## src/rtl/wdog_pkg.sv

```systemverilog
package wdog_pkg;
    localparam int DATA_W    = 16;
    localparam int PRE_W     = 8;
    localparam int SEL_W     = 2;
    localparam int BASE_LOG2 = 4;
    localparam int ADDR_W    = 2;

    localparam logic [ADDR_W-1:0] A_CTRL   = 2'd0;
    localparam logic [ADDR_W-1:0] A_RELOAD = 2'd1;
    localparam logic [ADDR_W-1:0] A_COUNT  = 2'd2;
    localparam logic [ADDR_W-1:0] A_CLEAR  = 2'd3;

    typedef struct packed {
        logic [PRE_W-1:0] prescale;
        logic [2:0]       rsv;
        logic [SEL_W-1:0] div_sel;
        logic             rst_en;
        logic             irq_en;
        logic             run_en;
    } ctrl_t;

    localparam ctrl_t CTRL_RESET = '{prescale: '1, rsv: '0, div_sel: '0,
                                     rst_en: 1'b1, irq_en: 1'b0, run_en: 1'b1};

    typedef enum logic {CT_STOP, CT_RUN} ct_state_t;
    typedef enum logic {PL_IDLE, PL_ACTIVE} pl_state_t;
endpackage

```

## src/rtl/wdog_regs.sv

```systemverilog
module wdog_regs
    import wdog_pkg::*;
#(
    parameter int CNT_W = 16,
    parameter logic [CNT_W-1:0] RELOAD_INIT = 16'h8000
) (
    input  logic              clk,
    input  logic              rst_n,
    input  logic              bus_sel,
    input  logic              bus_wr,
    input  logic [ADDR_W-1:0] bus_addr,
    input  logic [DATA_W-1:0] bus_wdata,
    output logic [DATA_W-1:0] bus_rdata,
    input  logic [CNT_W-1:0]  cnt,
    input  logic              expire,
    output ctrl_t             ctrl,
    output logic [CNT_W-1:0]  reload,
    output logic              load,
    output logic [CNT_W-1:0]  load_val,
    output logic              irq
);
    logic wr_en;
    assign wr_en    = bus_sel && bus_wr;
    assign load     = wr_en && (bus_addr == A_COUNT);
    assign load_val = bus_wdata[CNT_W-1:0];

    always_ff @(posedge clk or negedge rst_n) begin
        if (!rst_n) begin
            ctrl   <= CTRL_RESET;
            reload <= RELOAD_INIT;
        end else if (wr_en) begin
            if (bus_addr == A_CTRL) begin
                ctrl     <= ctrl_t'(bus_wdata);
                ctrl.rsv <= '0;
            end
            if (bus_addr == A_RELOAD) reload <= bus_wdata[CNT_W-1:0];
        end
    end

    // expiry takes priority over a clear in the same cycle
    always_ff @(posedge clk or negedge rst_n) begin
        if (!rst_n)                                  irq <= 1'b0;
        else if (expire && ctrl.irq_en)              irq <= 1'b1;
        else if (wr_en && (bus_addr == A_CLEAR))     irq <= 1'b0;
    end

    always_comb begin
        bus_rdata = '0;
        unique case (bus_addr)
            A_CTRL:   bus_rdata = DATA_W'(ctrl);
            A_RELOAD: bus_rdata = DATA_W'(reload);
            A_COUNT:  bus_rdata = DATA_W'(cnt);
            A_CLEAR:  bus_rdata = '0;
        endcase
    end
endmodule

```

## src/rtl/wdog_divider.sv

```systemverilog
module wdog_divider
    import wdog_pkg::*;
(
    input  logic             clk,
    input  logic             rst_n,
    input  logic             enable,
    input  logic             restart,
    input  logic [PRE_W-1:0] prescale,
    input  logic [SEL_W-1:0] div_sel,
    output logic             tick
);
    localparam int DC_W = BASE_LOG2 + (1 << SEL_W) - 1;

    logic [PRE_W-1:0] pre_q;
    logic [DC_W-1:0]  div_q;
    logic [DC_W-1:0]  div_last;
    logic             pre_tick;

    assign div_last = DC_W'((1 << (BASE_LOG2 + int'(div_sel))) - 1);
    assign pre_tick = enable && (pre_q == prescale);
    assign tick     = pre_tick && (div_q == div_last);

    always_ff @(posedge clk or negedge rst_n) begin
        if (!rst_n) begin
            pre_q <= '0;
            div_q <= '0;
        end else if (restart) begin
            pre_q <= '0;
            div_q <= '0;
        end else if (enable) begin
            pre_q <= pre_tick ? '0 : pre_q + 1'b1;
            if (pre_tick) div_q <= (div_q >= div_last) ? '0 : div_q + 1'b1;
        end
    end
endmodule

```

## src/rtl/wdog_counter.sv

```systemverilog
module wdog_counter
    import wdog_pkg::*;
#(
    parameter int CNT_W = 16,
    parameter logic [CNT_W-1:0] CNT_INIT = 16'h8000
) (
    input  logic             clk,
    input  logic             rst_n,
    input  logic             run_en,
    input  logic             tick,
    input  logic             load,
    input  logic [CNT_W-1:0] load_val,
    input  logic [CNT_W-1:0] reload,
    output logic [CNT_W-1:0] cnt,
    output logic             active,
    output logic             expire
);
    ct_state_t state_q, state_d;

    always_ff @(posedge clk or negedge rst_n) begin
        if (!rst_n) state_q <= CT_STOP;
        else        state_q <= state_d;
    end

    always_comb begin
        state_d = state_q;
        unique case (state_q)
            CT_STOP: if (run_en)  state_d = CT_RUN;   // T_START
            CT_RUN:  if (!run_en) state_d = CT_STOP;  // T_HALT
        endcase
    end

    always_comb begin
        active = (state_q == CT_RUN);
        expire = active && tick && !load && (cnt <= CNT_W'(1));
    end

    always_ff @(posedge clk or negedge rst_n) begin
        if (!rst_n)                cnt <= CNT_INIT;
        else if (load)             cnt <= load_val;
        else if (expire)           cnt <= reload;
        else if (active && tick)   cnt <= cnt - 1'b1;
    end
endmodule

```

## src/rtl/wdog_pulse.sv

```systemverilog
module wdog_pulse
    import wdog_pkg::*;
#(
    parameter int PULSE_LEN = 128
) (
    input  logic clk,
    input  logic rst_n,
    input  logic fire,
    output logic pulse
);
    localparam int PC_W = (PULSE_LEN > 1) ? $clog2(PULSE_LEN) : 1;

    pl_state_t       state_q, state_d;
    logic [PC_W-1:0] left_q;

    always_ff @(posedge clk or negedge rst_n) begin
        if (!rst_n) begin
            state_q <= PL_IDLE;
            left_q  <= '0;
        end else begin
            state_q <= state_d;
            if (state_q == PL_IDLE && fire) left_q <= PC_W'(PULSE_LEN - 1);
            else if (state_q == PL_ACTIVE)  left_q <= left_q - 1'b1;
        end
    end

    always_comb begin
        state_d = state_q;
        unique case (state_q)
            PL_IDLE:   if (fire)          state_d = PL_ACTIVE; // T_FIRE
            PL_ACTIVE: if (left_q == '0)  state_d = PL_IDLE;   // T_DONE
        endcase
    end

    always_comb pulse = (state_q == PL_ACTIVE);
endmodule

```

## src/rtl/wdog_timer.sv

```systemverilog
module wdog_timer
    import wdog_pkg::*;
#(
    parameter int CNT_W     = 16,
    parameter int PULSE_LEN = 128
) (
    input  logic              clk,
    input  logic              rst_n,
    input  logic              bus_sel,
    input  logic              bus_wr,
    input  logic [ADDR_W-1:0] bus_addr,
    input  logic [DATA_W-1:0] bus_wdata,
    output logic [DATA_W-1:0] bus_rdata,
    output logic              irq_o,
    output logic              wdt_rst_o
);
    localparam logic [CNT_W-1:0] CNT_INIT = CNT_W'(1) << (CNT_W - 1);

    ctrl_t            ctrl;
    logic [CNT_W-1:0] reload, load_val, cnt;
    logic             load, tick, active, expire;

    wdog_regs #(.CNT_W(CNT_W), .RELOAD_INIT(CNT_INIT)) regs_i (
        .clk, .rst_n, .bus_sel, .bus_wr, .bus_addr, .bus_wdata, .bus_rdata,
        .cnt, .expire, .ctrl, .reload, .load, .load_val, .irq(irq_o)
    );

    wdog_divider div_i (
        .clk, .rst_n, .enable(active), .restart(load),
        .prescale(ctrl.prescale), .div_sel(ctrl.div_sel), .tick
    );

    wdog_counter #(.CNT_W(CNT_W), .CNT_INIT(CNT_INIT)) cnt_i (
        .clk, .rst_n, .run_en(ctrl.run_en), .tick, .load, .load_val,
        .reload, .cnt, .active, .expire
    );

    wdog_pulse #(.PULSE_LEN(PULSE_LEN)) pulse_i (
        .clk, .rst_n, .fire(expire && ctrl.rst_en), .pulse(wdt_rst_o)
    );
endmodule

```

## config.mk

```make
export PLATFORM = sky130hd
export DESIGN_NAME = wdog_timer
export DESIGN_NICKNAME = d
export VERILOG_FILES = /design/src/rtl/wdog_pkg.sv /design/src/rtl/wdog_regs.sv /design/src/rtl/wdog_divider.sv /design/src/rtl/wdog_counter.sv /design/src/rtl/wdog_pulse.sv /design/src/rtl/wdog_timer.sv
export SDC_FILE = /design/constraint.sdc
export NUM_CORES = 1
export LEC_CHECK = 0
export ABC_AREA = 1
export ABC_CLOCK_PERIOD_IN_PS = 5050
export CORE_UTILIZATION = 23
export DETAILED_ROUTE_END_ITERATION = 8
export DONT_BUFFER_PORTS = 1
export SLEW_MARGIN = 20
export SYNTH_ARGS = -nofsm -noshare
export SYNTH_HDL_FRONTEND = slang
export SYNTH_HIERARCHICAL = 1
export SYNTH_SLANG_ARGS = --single-unit
```

## constraint.sdc

```tcl
create_clock -name clk -period 5.05 [get_ports clk]
set_input_delay 0.2525 -clock clk [delete_from_list [all_inputs] [get_ports clk]]
set_output_delay 0.2525 -clock clk [all_outputs]
set_load 0.02 [all_outputs]
```

After elaboration in Yosys (flattened, before gate mapping)
Index checks and enable logic that the tools add are counted. Widths: inputs -> output; s select.

Output and inout bits: 18. Bits of input ports: 22. Flip-flop bits (word level): 70.

Shift-type cells: 1. Reductions and logical operators: 22. Multiplexer cells: 19. Order comparisons: 2. Add/subtract/negate cells: 6. Equality and inequality tests: 5. Bitwise logic cells: 1.

Operators by type and width (number): $pmux 16 s4 (1); $mux 16 (3); $mux 7 (6); $shl 1x32->7 const A (1); $mux 8 (3); $le 16x1->1 const B (1); $sub 16x1->16 const B (1); $logic_and 1x1->1 (11); $add 8x1->8 const B (1); $eq 8x8->1 (1); $reduce_bool 2->1 (4); $add 7x1->7 const B (1); $eq 7x7->1 (1); $ge 7x7->1 (1); $logic_not 7->1 (1); $sub 7x1->7 const B (1); $sub 7x2->7 const B (1); $reduce_and 2->1 (3); $mux 1 (5); $add 3x2->4 const A (1); $eq 2x2->1 const B (2); $reduce_bool 3->1 (1); $eq 2x1->1 const B (1); $logic_not 2->1 (1); other kinds (3) (3).

Logic depth before layout (Yosys ltp)
Gate-level depths: netlist (run 1).

Depth after elaboration: 11. Gate-level depth with buffers: 19.

By module
The synthesis (run 1) kept the hierarchy.

Modules (own cells, without submodules): wdog_regs (cells an instance 223, seq. area each 764.5 µm², instances 1, area each 1677.9 µm²); wdog_counter (cells an instance 266, seq. area each 426.7 µm², instances 1, area each 1594.0 µm²); wdog_divider (cells an instance 199, seq. area each 375.4 µm², instances 1, area each 1260.0 µm²); wdog_pulse (cells an instance 60, seq. area each 200.2 µm², instances 1, area each 445.4 µm²); wdog_timer (cells an instance 2, seq. area each 0.0 µm², instances 1, area each 7.5 µm²).

Worst setup path after synthesis (run 1)
Ideal clock, no wire load.

Path type: flip-flop to flip-flop. From: reg regs_i/ctrl[4] (netlist name). To: reg pulse_i.left_q[5]. Buffers on the path: 1. Stages on the path, launching flop included: 20. Period minus slack after synthesis: 2.373 ns. Path slack: 2.677 ns. Setup time: 0.071 ns. Arrival: 2.302 ns. Cells stage by stage: dfrtp_1 -> nand2_1 -> ha_1 -> nand2_1 -> nor2_1 -> nand2_1 -> nor3_1 -> nand2_1 -> nor2_1 -> nand3_1 -> nor2_4 -> nand2_4 -> buf_6 -> inv_1 -> nand2_1 -> inv_1 -> nand2_4 -> nand2_1 -> nor2_1 -> nor2_1.

Cells in the longest elaborated chain, start to end: 11. Elaborated cells between the ends (all ways): 12.

Ends and longest elaborated chain: $add 3x2->4 * (RTL line wdog_divider.sv:19) `assign div_last = DC_W'((1 << (BASE_LOG2 + int'(div_sel))) - 1);`; $shl 1x32->7 * (RTL line wdog_divider.sv:19); $sub 7x2->7 * (RTL line wdog_divider.sv:19); $eq 7x7->1 * (RTL line wdog_divider.sv:21) `assign tick = pre_tick && (div_q == div_last);`; $logic_and 1x1->1 * (RTL line wdog_divider.sv:21); via tick (RTL line wdog_timer.sv:21) `logic load, tick, active, expire;`; $logic_and 1x1->1 * (3 in series) (RTL line wdog_counter.sv:35) `expire = active && tick && !load && (cnt <= CNT_W'(1));`; via expire (RTL line wdog_timer.sv:21); $logic_and 1x1->1 * (RTL line wdog_timer.sv:39) `.clk, .rst_n, .fire(expire && ctrl.rst_en), .pulse(wdt_rst_o)`; $logic_and 1x1->1 * (RTL line wdog_pulse.sv:22) `if (state_q == PL_IDLE && fire) left_q <= PC_W'(PULSE_LEN - 1);`; $mux 7 or $reduce_bool 2->1 (tied branches); to (signal assigned) (RTL line wdog_pulse.sv:22); to (signal assigned) (RTL line wdog_pulse.sv:23) `else if (state_q == PL_ACTIVE) left_q <= left_q - 1'b1;`; to (decl) (RTL line wdog_pulse.sv:14) `logic [PC_W-1:0] left_q;`.

Mark *: on every way through the listed nets, which the timed path passes. The rest lies on a longest branch. A chain may end at the register's enable or synchronous reset.

Final worst setup path (run 1)
From: reg regs_i/ctrl[4] (netlist name). To: reg pulse_i.left_q[0].

Cells in the longest elaborated chain, start to end: 11. Elaborated cells between the ends (all ways): 12.

Ends and longest elaborated chain (RTL line): $add 3x2->4 * (wdog_divider.sv:19); $shl 1x32->7 * (wdog_divider.sv:19); $sub 7x2->7 * (wdog_divider.sv:19); $eq 7x7->1 * (wdog_divider.sv:21); $logic_and 1x1->1 * (wdog_divider.sv:21); via tick (wdog_timer.sv:21); $logic_and 1x1->1 * (3 in series) (wdog_counter.sv:35); via expire (wdog_timer.sv:21); $logic_and 1x1->1 * (wdog_timer.sv:39); $logic_and 1x1->1 * (wdog_pulse.sv:22); $mux 7 or $reduce_bool 2->1 (tied branches).

Marked as above.

==> metrics.txt, run 1 <==
critical path fanouts, max 17; CP Capture Type flip-flop; Post-Syn Instances 746; largest net degree at the start of global routing 71; Clk pwr share 39.1%; Final Cycle Share 56.8%; vias in the first global route 4,237; area of the multi-input gates 2650 µm²; syn avg cell area 6.65 µm²; worst path bufs/invs 2; DR iter-0 viols 302; worst skew pair latency 350 ps; setup_tns 0 ps; Worst-path clk slew 60 ps; worst-path cell chain nand2_1 -> ha_1 -> nand2_1 -> nor2_1 -> nand2_1 -> nor3_1 -> nand2_1 -> nor2_1 -> nand3_1 -> nor2_4 -> nand2_4 -> inv_1 -> nand2_1 -> inv_1 -> nor2_1 -> o21ai_0; # IOs 40; Slew @ Worst Pin 849 ps; Worst Setup Start Kind flip-flop; Internal 1.53 mW; PnR worst setup slack 2180 ps; Gate power share 24.7%; initial antenna violation count 0; gr ovfl total 0; sequential fraction of design power 36.2%; worst setup path category flip-flop to flip-flop; CP required 5320 ps; final wirelength 13.1 mm; Area Overhead vs Synth 11.7%; CTS tree built; Slowest-stage cell, CP dfrtp_1; register area 1770 µm²; Filler cells 2,344; total number of vias 4,443; Mapped Area 4960 µm²; nets 757; port bufs 0; CTS resizes 0; Peak supply drop 0.170 mV; CP arrival 3140 ps; RD Place Congestion 0.809; die area 22,200 µm²; std cell rows 53; DIE HEIGHT 149 µm; Hold Fails Final Rpt 0; P_sw 766 µW; Slew headroom 43.3%; router iterations before antenna repair 5; Root Driver clkbuf_16; Tot GR Track Use 12.7%; clock buffer depth 2; layout cells sized above 1 9.99%; CTS Buf Count 9; Setup-failing EPs final 0; Synth Warn # 6; die width 149 µm; family with the most delay on the worst path simple AND/OR/NAND/NOR gates; most frequent CP cell nand2_1; postcts setup bufs 0; Pleak 2.91 nW; pwr/cell area 415 nW/µm²; HP Class input port to flip-flop; post-DR vias/cell 4.42; Max-cap violations 0; Starting Density 23.5%; DRC viols 0; Routed Antenna Nets 0; CTS sink cnt 70; status finished clean; Mapped Nets 777; CTS H-Tree Depth 3; biggest cell delay along the critical path 410 ps; RSZ-0062 raised after global routing false; HPWL Detailed 9.19 mm; hold buffers post-CTS 2; first-pass GRT wire length 21.8 mm; Final min period 2870 ps; Setup Skew 6.32 ps; maximum achievable frequency 0.349 GHz; switch share 33.3%; Placeable Area 21,100 µm²; worst reg-to-reg setup slack 2180 ps; Slew Viols, Final 0; drt wl/cell 13.1 µm; pre-CTS WS 2190 ps; # diodes 0
-- final cells by class --
cell class              count  share of cell area [%]
inverters                  78                    5.29
multi-input cells         562                    47.9
clock buffers              10                    4.32
well taps                 275                    6.21
flip-flops and latches     70                    31.9
repair buffers              5                    1.08
clock inverters             6                    3.25
-- stage by stage --
stage	total power, mW	hold WS [ps]	util [%]	std cells	cell area, µm²
after floorplan	1.27	-43.1	-	746	4960
after global placement	1.38	-40.9	24.1	988	5080
after detailed placement	1.39	-41.1	24.1	988	5080
after CTS	2.31	1.64	26.3	1006	5540
after global routing	2.44	8.74	26.3	1006	5540
final	2.30	12.5	26.3	1006	5540
-- cells in the final DEF (no fill, tap or decap), drive strengths merged --
cell type and count:
ha 9, o22ai 1, inv 78, buf 4, nand2 311, nand3b 12, dfstp 12, a22oi 1
xnor2 6, nand4 6, bufinv 6, nor2 79, o21bai 3, dfrtp 58, nand3 95, or2 1
nor3 4, dlygate4sd3 1, and2 2, o21ai 18, xor2 8, clkbuf 10, a21oi 6
-- path summary, 6_finish.rpt --
check | endpoint | depth (start not counted) | startpoint
worst max-delay path | pulse_i/left_q[0] | 16 | regs_i/ctrl[4]
worst min-delay path | regs_i/ctrl[13] | 2 | bus_wdata[13]
worst max register to register | pulse_i/left_q[0] | 16 | regs_i/ctrl[4]
worst min register to register | cnt_i/active | 0 | regs_i/ctrl[0]
max in group asynchronous | regs_i/ctrl[2] | 2 | rst_n
min in group asynchronous | cnt_i/cnt[13] | 2 | rst_n
-- power groups by stage --
stage | clock network (mW) | logic (mW) | registers [mW]
2_1_floorplan | 0 | 0.477 | 0.791
3_3_place_gp | 0 | 0.545 | 0.836
3_5_place_dp | 0 | 0.552 | 0.839
4_1_cts | 0.912 | 0.572 | 0.830
5_1_grt | 0.931 | 0.658 | 0.854
6_report | 0.899 | 0.569 | 0.832
-- sequential cells by signal, summed over array words and instances, names as in the netlist --
register	flops
cnt_i/active	1
cnt_i/cnt	16
div_i/div_q	7
div_i/pre_q	8
pulse_i/left_q	7
pulse_i/pulse	1
regs_i/ctrl	13
regs_i/irq	1
regs_i/reload	16
-- routing by layer --
metal | vias to the layer above | wire length, µm | GRT usage (%)
met5 | - | 0 | 0
met1 | 2061 | 6230 | 16.2
met2 | 91 | 6060 | 20.8
met4 | 0 | 226 | 4.85
li1 | 2276 | - | -
met3 | 15 | 611 | 2.75
Power figures use the tool's default switching activity.
==> run 2, diff against run 1 <==
--- a/config.mk
+++ b/config.mk
@@ -6,7 +6,7 @@
 export NUM_CORES = 1
 export LEC_CHECK = 0
 export ABC_AREA = 1
-export ABC_CLOCK_PERIOD_IN_PS = 5050
+export ABC_CLOCK_PERIOD_IN_PS = 2500
 export CORE_UTILIZATION = 23
 export DETAILED_ROUTE_END_ITERATION = 8
 export DONT_BUFFER_PORTS = 1
==> constraint.sdc (replaced) <==
create_clock -name clk -period 2.5 [get_ports clk]
set_input_delay 0.125 -clock clk [delete_from_list [all_inputs] [get_ports clk]]
set_output_delay 0.125 -clock clk [all_outputs]
set_load 0.02 [all_outputs]
==> run 2 against run 1 <==
Net effect:
- sequential share of layout area decreased by 2.2 points
- power rose by 100%
- critical endpoint is now pulse_i/left_q[5]
- via count up 4.0%
- combinational power increased by 130%
- largest cell class unchanged
- cell count rose by 4.3%
- worst setup slack got worse by 2000 ps
- fmax rose by 23%
==> metrics.txt, run 2 (synthesized netlist as in run 1, its figures left out) <==
nets 800; maximum achievable frequency 0.427 GHz; family with the most delay on the worst path simple AND/OR/NAND/NOR gates; worst path bufs/invs 3; initial antenna violation count 0; Worst-path clk slew 60 ps; pwr/cell area 772 nW/µm²; first-pass GRT wire length 23.0 mm; total number of vias 4,621; Starting Density 23.5%; Tot GR Track Use 13.2%; CTS H-Tree Depth 3; worst setup path category flip-flop to flip-flop; vias in the first global route 4,459; Final Power 4.59 mW; Area after DPL 5180 µm²; std cell rows 53; Slew Viols, Final 0; layout cells sized above 1 14.5%; Root Driver clkbuf_16; CP required 2770 ps; die width 149 µm; # IOs 40; CTS Buf Count 9; drt wl/cell 13.2 µm; area of the multi-input gates 2730 µm²; HPWL Detailed 9.74 mm; Placeable Area 21,100 µm²; die area 22,200 µm²; Setup-failing EPs final 0; DRC viols 0; DIE HEIGHT 149 µm; Pleak 3.10 nW; cell area after layout 5950 µm²; RSZ-0062 raised after global routing true; Max-cap violations 0; largest net degree at the start of global routing 71; Top Registers cnt_i/cnt (16), regs_i/reload (16), regs_i/ctrl (13); Routed Antenna Nets 0; worst-path cell chain inv_1 -> nand2_1 -> nand2_2 -> nor2_4 -> nand3b_4 -> nor3_4 -> nand2_2 -> nor2_4 -> nand3_2 -> nor2_4 -> nand2_4 -> inv_2 -> nand2_1 -> inv_2 -> nand2_4 -> nand2_1 -> nor2_1 -> nor2_1; register area 1770 µm²; Setup Skew 5.89 ps; Slew headroom 59.1%; critical path fanouts, max 4; biggest cell delay along the critical path 570 ps; Final min period 2340 ps; worst reg-to-reg setup slack 160 ps; Peak supply drop 0.339 mV; CTS sink cnt 70; Final Cycle Share 93.6%; HP Class input port to flip-flop; gr ovfl total 0; most common cell after layout, fill and taps aside nand2_1; CTS tree built; clock buffer depth 2; DR iter-0 viols 278; most frequent cells in the layout nand2_1, nand3_1, inv_1; status finished clean; Hold Fails Final Rpt 0; Filler cells 2,357; router iterations before antenna repair 4; Slowest-stage cell, CP dfstp_2; RD Place Congestion 0.856; final wirelength 13.8 mm; Slew @ Worst Pin 612 ps; # diodes 0; Area Overhead vs Synth 19.9%; CP Capture Type flip-flop; CP arrival 2610 ps; worst skew pair latency 350 ps; Worst Setup Start Kind flip-flop; post-DR vias/cell 4.41; port bufs 0
run 2: cell types whose count changed in the layout (fill, tap and decap cells not counted), sizes merged:
cell         previous run  this run
bufinv                  6         4
buf                     4        25
clkinvlp                0         1
dlygate4sd3             1        23
clkinv                  0         1
run 2: area by class of cell:
type                    instances  share of cell area (%)
multi-input cells             562                    45.9
flip-flops and latches         70                    29.7
clock buffers                  10                    4.02
inverters                      78                    4.92
repair buffers                 48                    7.43
well taps                     275                    5.79
clock inverters                 6                    2.23
run 2: where the power goes:
part	total [mW]	switching (mW)	internal, mW
clock network	1.61	0.514	1.10
logic	1.31	0.806	0.504
registers	1.66	0.289	1.37
run 2: path summary, 6_finish.rpt:
path	startpoint	endpoint	cells past startpoint
hold / removal	bus_wdata[8]	cnt_i/cnt[8]	4
setup reg to reg	regs_i/ctrl[14]	pulse_i/left_q[5]	18
setup / recovery	regs_i/ctrl[14]	pulse_i/left_q[5]	18
hold reg to reg	regs_i/ctrl[0]	cnt_i/active	0
min in group asynchronous	rst_n	regs_i/reload[1]	2
max in group asynchronous	rst_n	regs_i/ctrl[10]	2
run 2: metal layers:
metal	up-vias	track usage (%)	wire length (µm)
li1	2352	-	-
met1	2156	17.0	6450
met2	94	21.6	6400
met3	19	2.57	615
met4	0	5.87	335
met5	-	0	0
run 2: worst min-delay path, cell delays in order:
cell and delay, ps:
o21ai_0 50, inv_1 50, nand2_1 40, nand2_1 50
run 2: metrics by stage:
step	setup TNS [ps]	instances	setup WS, ps	hold slack (ps)	util [%]
final	0	1049	160	11.2	28.2
after global routing	-112	1049	-36.7	26.6	28.2
after CTS	0	1041	40.8	0.806	27.5
after detailed placement	0	1001	56.0	-169	24.6
after global placement	0	1001	174	-168	24.6
after floorplan	0	746	127	-171	-
run 2: repair_timing:
action                     in CTS  in global routing
setup endpoints to repair       0                 24
gates resized for setup         0                 24
hold endpoints to repair      108                  0
hold buffers                   24                  0
buffers inserted                0                  8
==> run 3, diff against run 2 <==
--- a/config.mk
+++ b/config.mk
@@ -10,6 +10,7 @@
 export CORE_UTILIZATION = 23
 export DETAILED_ROUTE_END_ITERATION = 8
 export DONT_BUFFER_PORTS = 1
+export MAX_ROUTING_LAYER = met4
 export SLEW_MARGIN = 20
 export SYNTH_ARGS = -nofsm -noshare
 export SYNTH_HDL_FRONTEND = slang
==> run 3 against run 2 <==
Net effect:
- non-clock buffer count unchanged
- critical path depth unchanged
- flip-flop and latch count unchanged
- register-to-register slack about the same
- clock power about the same
- cell count unchanged
- die area unchanged
- power increased by 0.10%
- count of clock-buffer cells in the layout unchanged
- final area unchanged
- first-iteration DRC count increased by 9.4%
- fmax decreased by 0.27%
- critical path type unchanged
- critical endpoint unchanged
==> metrics.txt, run 3 (synthesized netlist as in run 1, its figures left out) <==
HPWL Detailed 9.74 mm; Placeable Area 21,100 µm²; setup_tns 0 ps; PnR worst setup slack 154 ps; Routed Antenna Nets 0; RSZ-0062 raised after global routing true; most common cell after layout, fill and taps aside nand2_1; maximum achievable frequency 0.426 GHz; pre-CTS WS 56.0 ps; RR Startpoint regs_i/ctrl[14]; DIE HEIGHT 149 µm; P_sw 1.61 mW; Area Overhead vs Synth 19.9%; sequential fraction of design power 36.2%; CP arrival 2620 ps; min-delay src bus_wdata[8]; CP required 2770 ps; HP Class input port to flip-flop; worst-path cell chain inv_1 -> nand2_1 -> nand2_2 -> nor2_4 -> nand3b_4 -> nor3_4 -> nand2_2 -> nor2_4 -> nand3_2 -> nor2_4 -> nand2_4 -> inv_2 -> nand2_1 -> inv_2 -> nand2_4 -> nand2_1 -> nor2_1 -> nor2_1; port bufs 0; Filler cells 2,357; CTS Buf Count 9; post-DR vias/cell 4.43; Setup-failing EPs final 0; Slew Viols, Final 0; final hold slack 13.7 ps; status finished clean; family with the most delay on the worst path simple AND/OR/NAND/NOR gates; layout cells sized above 1 14.5%; pwr/cell area 772 nW/µm²; Slew headroom 58.8%; Max-cap violations 0; Root Driver clkbuf_16; total number of vias 4,645; die area 22,200 µm²; gr ovfl total 0; CTS tree built; # diodes 0; Setup Skew 6.96 ps; DR iter-0 viols 304; Clk pwr share 35.3%; router iterations before antenna repair 5; first-pass GRT wire length 23.0 mm; nets 800; Peak supply drop 0.341 mV; worst setup path category flip-flop to flip-flop; std cell rows 53; DRC viols 0; clock buffer depth 2; Final Power 4.59 mW; Tot GR Track Use 13.6%; initial antenna violation count 0; Worst-path clk slew 60 ps; CTS sink cnt 70; biggest cell delay along the critical path 570 ps; Critical path origin regs_i/ctrl[14]; critical path fanouts, max 4; final wirelength 13.8 mm; Final min period 2350 ps; Hold Fails Final Rpt 0; die width 149 µm; switch share 35.1%; Top Registers cnt_i/cnt (16), regs_i/reload (16), regs_i/ctrl (13); RD Place Congestion 0.869; CP Capture Type flip-flop; # IOs 40; Slew @ Worst Pin 616 ps; worst skew pair latency 350 ps; Final Util 28.2%; CTS H-Tree Depth 3; Internal 2.98 mW; vias in the first global route 4,463; Starting Density 23.5%; worst path bufs/invs 3; largest net degree at the start of global routing 71; Worst Setup Start Kind flip-flop; Pleak 3.10 nW; drt wl/cell 13.1 µm; Gate power share 28.5%; Slowest-stage cell, CP dfstp_2; most frequent cells in the layout nand2_1, nand3_1, inv_1; Final Cycle Share 93.8%
==> run 3: cell counts in the layout (fill, tap and decap cells not counted) <==
Identical to the previous run, type by type.
==> run 3: per-stage QoR <==
stage	instances	area [µm²]
final	1049	5950
after global routing	1049	5950
after CTS	1041	5810
after detailed placement	1001	5180
after global placement	1001	5180
after floorplan	746	4960
==> run 3: power by group through the flow <==
| stage | Combinational (mW) | Sequential, mW | Clock, mW |
|---|---|---|---|
| 6_report | 1.31 | 1.66 | 1.62 |
| 5_1_grt | 1.49 | 1.70 | 1.69 |
| 4_1_cts | 1.21 | 1.67 | 1.64 |
| 3_5_place_dp | 1.14 | 1.69 | 0 |
| 3_3_place_gp | 1.12 | 1.68 | 0 |
| 2_1_floorplan | 0.964 | 1.60 | 0 |
==> run 3: final cells by class <==
class,count,area (µm²),area share (%)
Clock buffer,10,239,4.02
Clock inverter,6,133,2.23
Inverter,78,293,4.92
Multi-Input combinational cell,562,2730,45.9
Sequential cell,70,1770,29.7
Tap cell,275,344,5.79
Timing Repair Buffer,48,442,7.43
==> run 3: worst paths after layout <==
| check | endpoint | slack, ps | depth (start not counted) |
|---|---|---|---|
| worst max-delay path | pulse_i/left_q[5] | 150 | 18 |
| worst min-delay path | cnt_i/cnt[8] | 10 | 4 |
| worst max register to register | pulse_i/left_q[5] | 150 | 18 |
| worst min register to register | cnt_i/active | 440 | 0 |
| max in group asynchronous | cnt_i/cnt[15] | 1830 | 2 |
| min in group asynchronous | regs_i/reload[1] | 320 | 2 |
==> run 3: worst min-delay path, delay by kind of cell <==
kind                   cells  cell delay, ps
buffers and inverters      1              50
AOI/OAI and AO/OA          1              50
and+or+nand+nor            2              90
==> run 3: timing repair <==
item,4_1_cts,5_1_grt
endpoints found under the hold margin,108,0
resized for setup,0,24
setup endpoints to repair,0,24
setup buffers,0,8
hold buffers,24,0
==> run 3: routing by layer <==
metal | up-vias | track usage, % | wire length, µm
met4 | 0 | 5.87 | 299
met3 | 18 | 2.51 | 517
met5 | - | - | 0
met2 | 82 | 21.5 | 6390
li1 | 2350 | - | -
met1 | 2195 | 17.1 | 6570
